==> config.mk <==
export PLATFORM = sky130hd
export DESIGN_NAME = tone_gen_top
export DESIGN_NICKNAME = d
export VERILOG_FILES = /design/src/rtl/tone_pkg.sv /design/src/rtl/tone_regs.sv /design/src/rtl/tone_prescaler.sv /design/src/rtl/tone_div3.sv /design/src/rtl/tone_note_ctr.sv /design/src/rtl/tone_gen_top.sv
export SDC_FILE = /design/constraint.sdc
export NUM_CORES = 1
export LEC_CHECK = 0
export ABC_AREA = 1
export BUFFER_PORTS_ARGS = -buffer_cell sky130_fd_sc_hd__buf_2
export CAP_MARGIN = 20
export CORE_MARGIN = 3
export CORE_UTILIZATION = 55
export CTS_CLUSTER_DIAMETER = 150
export DETAILED_ROUTE_END_ITERATION = 8
export GPL_TIMING_DRIVEN = 0
export PLACE_DENSITY = 0.75
export RECOVER_POWER = 25
export SLEW_MARGIN = 20
export SYNTH_ARGS = -nofsm -noshare
export SYNTH_HDL_FRONTEND = slang
export SYNTH_SLANG_ARGS = --single-unit
==> constraint.sdc <==
create_clock -name clk -period 2.3 [get_ports clk]
set_input_delay 0.345 -clock clk [delete_from_list [all_inputs] [get_ports clk]]
set_output_delay 0.345 -clock clk [all_outputs]
set_load 0.05 [all_outputs]
==> src/rtl/tone_pkg.sv <==
package tone_pkg;
  localparam int NOTE_W = 8;
  localparam int OCT_W  = 3;
  localparam int VOL_W  = 3;
  localparam int OCT_N  = 1 << OCT_W;
  localparam int PRE_W  = OCT_N - 1;
  typedef logic [NOTE_W-1:0] note_t;
  typedef logic [OCT_W-1:0]  oct_t;
  typedef logic [VOL_W-1:0]  vol_t;
endpackage

==> src/rtl/tone_regs.sv <==
module tone_regs
  import tone_pkg::*;
(
  input  logic  clk,
  input  logic  rst_n,
  input  logic  note_wr,
  input  logic  oct_wr,
  input  logic  vol_wr,
  input  note_t wr_data,
  output note_t note_q,
  output oct_t  oct_q,
  output vol_t  vol_q
);
  always_ff @(posedge clk or negedge rst_n) begin
    if (!rst_n) begin
      note_q <= '0;
      oct_q  <= '0;
      vol_q  <= '0;
    end else begin
      if (note_wr) note_q <= wr_data;
      if (oct_wr)  oct_q  <= wr_data[OCT_W-1:0];
      if (vol_wr)  vol_q  <= wr_data[VOL_W-1:0];
    end
  end

  p_oct_low_bits_r3: assert property (@(posedge clk) disable iff (!rst_n)
    oct_wr |=> oct_q == $past(wr_data[OCT_W-1:0]));
  p_note_load_r2: assert property (@(posedge clk) disable iff (!rst_n)
    note_wr |=> note_q == $past(wr_data));
  p_vol_hold_r8: assert property (@(posedge clk) disable iff (!rst_n)
    !vol_wr |=> $stable(vol_q));
endmodule

==> src/rtl/tone_prescaler.sv <==
module tone_prescaler
  import tone_pkg::*;
(
  input  logic clk,
  input  logic rst_n,
  input  oct_t oct_q,
  output logic ref_en
);
  logic [PRE_W-1:0] pre_q;
  logic [OCT_N-1:0] ref_vec;

  always_ff @(posedge clk or negedge rst_n) begin
    if (!rst_n) pre_q <= '0;
    else        pre_q <= pre_q + 1'b1;
  end

  for (genvar k = 0; k < OCT_N; k++) begin : g_ref
    if (k == 0) begin : g_base
      assign ref_vec[k] = 1'b1;
    end else begin : g_half
      assign ref_vec[k] = &pre_q[k-1:0];
    end
  end

  assign ref_en = ref_vec[oct_q];

  p_ref_spacing_r4: assert property (@(posedge clk) disable iff (!rst_n)
    (ref_en && oct_q != '0) |=> (!ref_en || oct_q != $past(oct_q)));
endmodule

==> src/rtl/tone_div3.sv <==
module tone_div3 (
  input  logic clk,
  input  logic rst_n,
  input  logic ref_en,
  output logic tick
);
  logic [1:0] ph_q;

  assign tick = ref_en && (ph_q == 2'd2);

  always_ff @(posedge clk or negedge rst_n) begin
    if (!rst_n)      ph_q <= 2'd0;
    else if (ref_en) ph_q <= (ph_q == 2'd2) ? 2'd0 : ph_q + 2'd1;
  end

  p_phase_range_r5: assert property (@(posedge clk) disable iff (!rst_n)
    ph_q != 2'd3);
  p_tick_gap_r5: assert property (@(posedge clk) disable iff (!rst_n)
    tick |=> !tick);
endmodule

==> src/rtl/tone_note_ctr.sv <==
module tone_note_ctr
  import tone_pkg::*;
(
  input  logic  clk,
  input  logic  rst_n,
  input  logic  tick,
  input  note_t note_q,
  output logic  tone_q
);
  note_t cnt_q;

  always_ff @(posedge clk or negedge rst_n) begin
    if (!rst_n) begin
      cnt_q  <= '0;
      tone_q <= 1'b0;
    end else if (tick) begin
      if (cnt_q == '0) begin
        cnt_q  <= note_q;
        tone_q <= ~tone_q;
      end else begin
        cnt_q <= cnt_q - 1'b1;
      end
    end
  end

  p_tone_only_on_tick_r6: assert property (@(posedge clk) disable iff (!rst_n)
    !tick |=> $stable(tone_q));
  p_count_step_r9: assert property (@(posedge clk) disable iff (!rst_n)
    (tick && cnt_q != '0) |=> cnt_q == $past(cnt_q) - 1'b1);
endmodule

==> src/rtl/tone_gen_top.sv <==
module tone_gen_top
  import tone_pkg::*;
(
  input  logic             clk,
  input  logic             rst_n,
  input  logic             note_wr,
  input  logic             oct_wr,
  input  logic             vol_wr,
  input  logic [NOTE_W-1:0] wr_data,
  output logic             tone_o,
  output logic [VOL_W-1:0] vol_o
);
  note_t note_q;
  oct_t  oct_q;
  vol_t  vol_q;
  logic  ref_en;
  logic  tick;

  tone_regs u_regs (
    .clk(clk), .rst_n(rst_n), .note_wr(note_wr), .oct_wr(oct_wr),
    .vol_wr(vol_wr), .wr_data(wr_data),
    .note_q(note_q), .oct_q(oct_q), .vol_q(vol_q)
  );

  tone_prescaler u_pre (
    .clk(clk), .rst_n(rst_n), .oct_q(oct_q), .ref_en(ref_en)
  );

  tone_div3 u_div3 (
    .clk(clk), .rst_n(rst_n), .ref_en(ref_en), .tick(tick)
  );

  tone_note_ctr u_note (
    .clk(clk), .rst_n(rst_n), .tick(tick), .note_q(note_q), .tone_q(tone_o)
  );

  for (genvar i = 0; i < VOL_W; i++) begin : g_gate
    assign vol_o[i] = tone_o & vol_q[i];
  end

  p_silent_r7: assert property (@(posedge clk) disable iff (!rst_n)
    (vol_q == '0) |-> (vol_o == '0));
  p_gate_subset_r8: assert property (@(posedge clk) disable iff (!rst_n)
    (vol_o & ~vol_q) == '0);
endmodule

==> results.txt <==
Yosys top cell area share - 48.48%
Commonest cells in the netlist - 40 x nand2_1, 32 x dfrtp_1, 23 x inv_1
Area of the multi-input gates - 737.0 µm²
Status - complete, but fails checks
Largest net degree at the start of global routing - 33
Flop2flop setup slack - 440 ps
Crit Path Max Fanout - 10
Max-slew headroom - -11.04%
Synth Register Bits - 32
CP Capture Type - flop
Most frequent cell after synthesis - nand2_1
Fin Setup TNS - 0 ps
Synth top area cells - dfrtp_1 48%, nand2_1 9.1%, inv_1 5.2%
Sink Count - 32
Syn Area/Cell - 8.927 µm²
Startpoint Class - flop
Pwr dens - 1096 nW/µm²
Vias - 1255
FMAX - 536.7 MHz
Core Area - 2805 µm²
Row count - 19
Total global-route track usage - 19.41%
RSZ-0062 raised after global routing - no
Clk root buf - clkbuf_4
Initial Utilization - 58.88%
Clk_lat worst skew - 350 ps
Num CTS Buffers - 5
Max Slew Vio Count - 33
Synth Net Count - 204
Fin crit share - 81.01%
Most used DFF post-synth - dfrtp_1
Clock Tree Buf Depth - 2
Post-synth EDFFs - 0
FF/Latch Area - 800.8 µm²
CTS clk-pin slew, worst paths - 110 ps
Clock skew - 19.55 ps
Nets - 227
Leakage Power - 0.9498 nW
Syn Inst Count - 185
Initial antenna violation count - 0
Filler instances - 230
First-pass GRT wire length - 5181 µm
RePlAce Congestion - 0.8268
HP Class - in -> reg
Post-CTS setup-driven buffer insertion count - 0
Post-cts sizing count - 0
I/O pins - 17
CP arrival - 2150 ps
Layout cells sized above 1 - 24.40%
Final min period - 1863 ps
Drt total wl - 3088 µm
Syn-to-layout area delta - 12.88%
Finish-stage setup viols - 0
Drt pass-1 iters - 4
Max-Cap Viols - 1
Post-Syn Area - 1652 µm²
CTS H-tree depth - 2
Peak VDD IR - 775.7 µV
Grt ovf - 0
Worst EP required - 2580 ps
# DRC - 0
Area leader, netlist - dfrtp_1
Final Hold Fails - 0
Worst setup path class - reg -> reg
Sequential share of the synthesized area - 48.48%
Synth async-reset ratio - 100.0%
Area of the die - 3697 µm²
WL/cell - 12.87 µm
Vias in the first global route - 1175
Worst-Margin Slew - 1666 ps
Via-to-Cell Ratio - 5.229
Die W - 60.80 µm
Hold-fix buffers, CTS - 0
Initial DRC count - 33
Failing checks - max-capacitance violations, max-slew violations
Post-synthesis cell type count - 27
Detail Route Antenna Nets - 0
Post-layout util - 66.46%
CTS tree - yes
Ant diodes - 0
Yosys warning total - 0
Detail Placement HPWL - 2293 µm
Die H - 60.80 µm
# port buffers - 16
[per-stage QoR]
step	instances	instance area [µm²]	hold slack [ps]	power (mW)	setup WS [ps]
after floorplan	185	1652	49.41	1.402	617.7
after global placement	232	1770	422.1	1.529	485.5
after detailed placement	232	1770	433.1	1.566	450.9
after CTS	240	1866	53.24	2.048	437.8
after global routing	240	1864	216.5	2.205	237.8
final	240	1864	197.6	2.043	436.9
[area by class of cell]
cell class,count,share of cell area [%]
sequential,32,42.95
multi-input combinational,125,39.53
inverter,25,5.034
timing repair buffer,16,4.228
clock buffer,7,3.490
tap,31,2.081
clock inverter,1,1.611
buffer,3,1.074
[flip-flops by register name, indices dropped and copies added (netlist names)]
register       flops
u_div3.ph_q        2
u_note.tone_q      1
u_regs.note_q      8
u_regs.oct_q       3
u_regs.vol_q       3
u_pre.pre_q        7
u_note.cnt_q       8
[kinds of logic (layout without fill, tap and decap cells)]
| group | count (synthesis) | count (layout) | synth area share, % |
|---|---|---|---|
| AOI/OAI and AO/OA | 27 | 27 | 9.924 |
| DFF | 32 | 32 | 48.48 |
| muxes | 7 | 7 | 4.773 |
| xor gates and xnor gates | 5 | 5 | 2.652 |
| and+or+nand+nor | 80 | 80 | 22.73 |
| buffers and inverters | 28 | 52 | 6.893 |
| adders and majority gates | 6 | 6 | 4.545 |
[routing by layer]
| metal | vias to the layer above | track usage [%] | share of wire (%) |
|---|---|---|---|
| met5 | - | 0 | 0 |
| met4 | 0 | 6.502 | 1.4 |
| met3 | 7 | 7.234 | 4.7 |
| met2 | 23 | 29.47 | 46 |
| met1 | 581 | 25.78 | 48 |
| li1 | 644 | - | - |
[cells in the final DEF, fill, tap and decap left out, types with 3 or more instances in the layout]
master	n
a21oi_1	4
buf_2	16
clkbuf_4	5
dfrtp_1	32
ha_1	6
inv_1	23
mux2_2	7
nand2_1	40
nand2_2	5
nand3_1	14
nand4_1	5
nor2_1	9
o21ai_0	13
o21ai_2	5
xnor2_1	3
[path summary, 6_finish.rpt]
kind / from / to / depth (start not counted)
max: u_pre.pre_q[0] / u_note.cnt_q[7] / 12
min: wr_data[4] / u_regs.note_q[4] / 3
max reg2reg: u_pre.pre_q[0] / u_note.cnt_q[7] / 12
min reg2reg: u_pre.pre_q[6] / u_pre.pre_q[6] / 1
max in group asynchronous: rst_n / u_regs.oct_q[1] / 1
min in group asynchronous: rst_n / u_regs.note_q[4] / 1
[power by group]
group	internal, mW	switching [mW]	total [mW]
Combinational	0.288	0.505	0.793
Sequential	0.675	0.0904	0.765
Clock	0.289	0.196	0.485
[critical path, stage by stage, from the launching register on]
cell,delay [ps]
dfrtp_1,440
ha_1,250
nand3_2,100
inv_1,50
ha_1,160
nand3_1,70
nand2_1,60
nor2_2,160
nand2_2,100
nand3_4,110
buf_6,180
nand2_1,60
o21ai_1,60
Power figures use the tool's default switching activity.
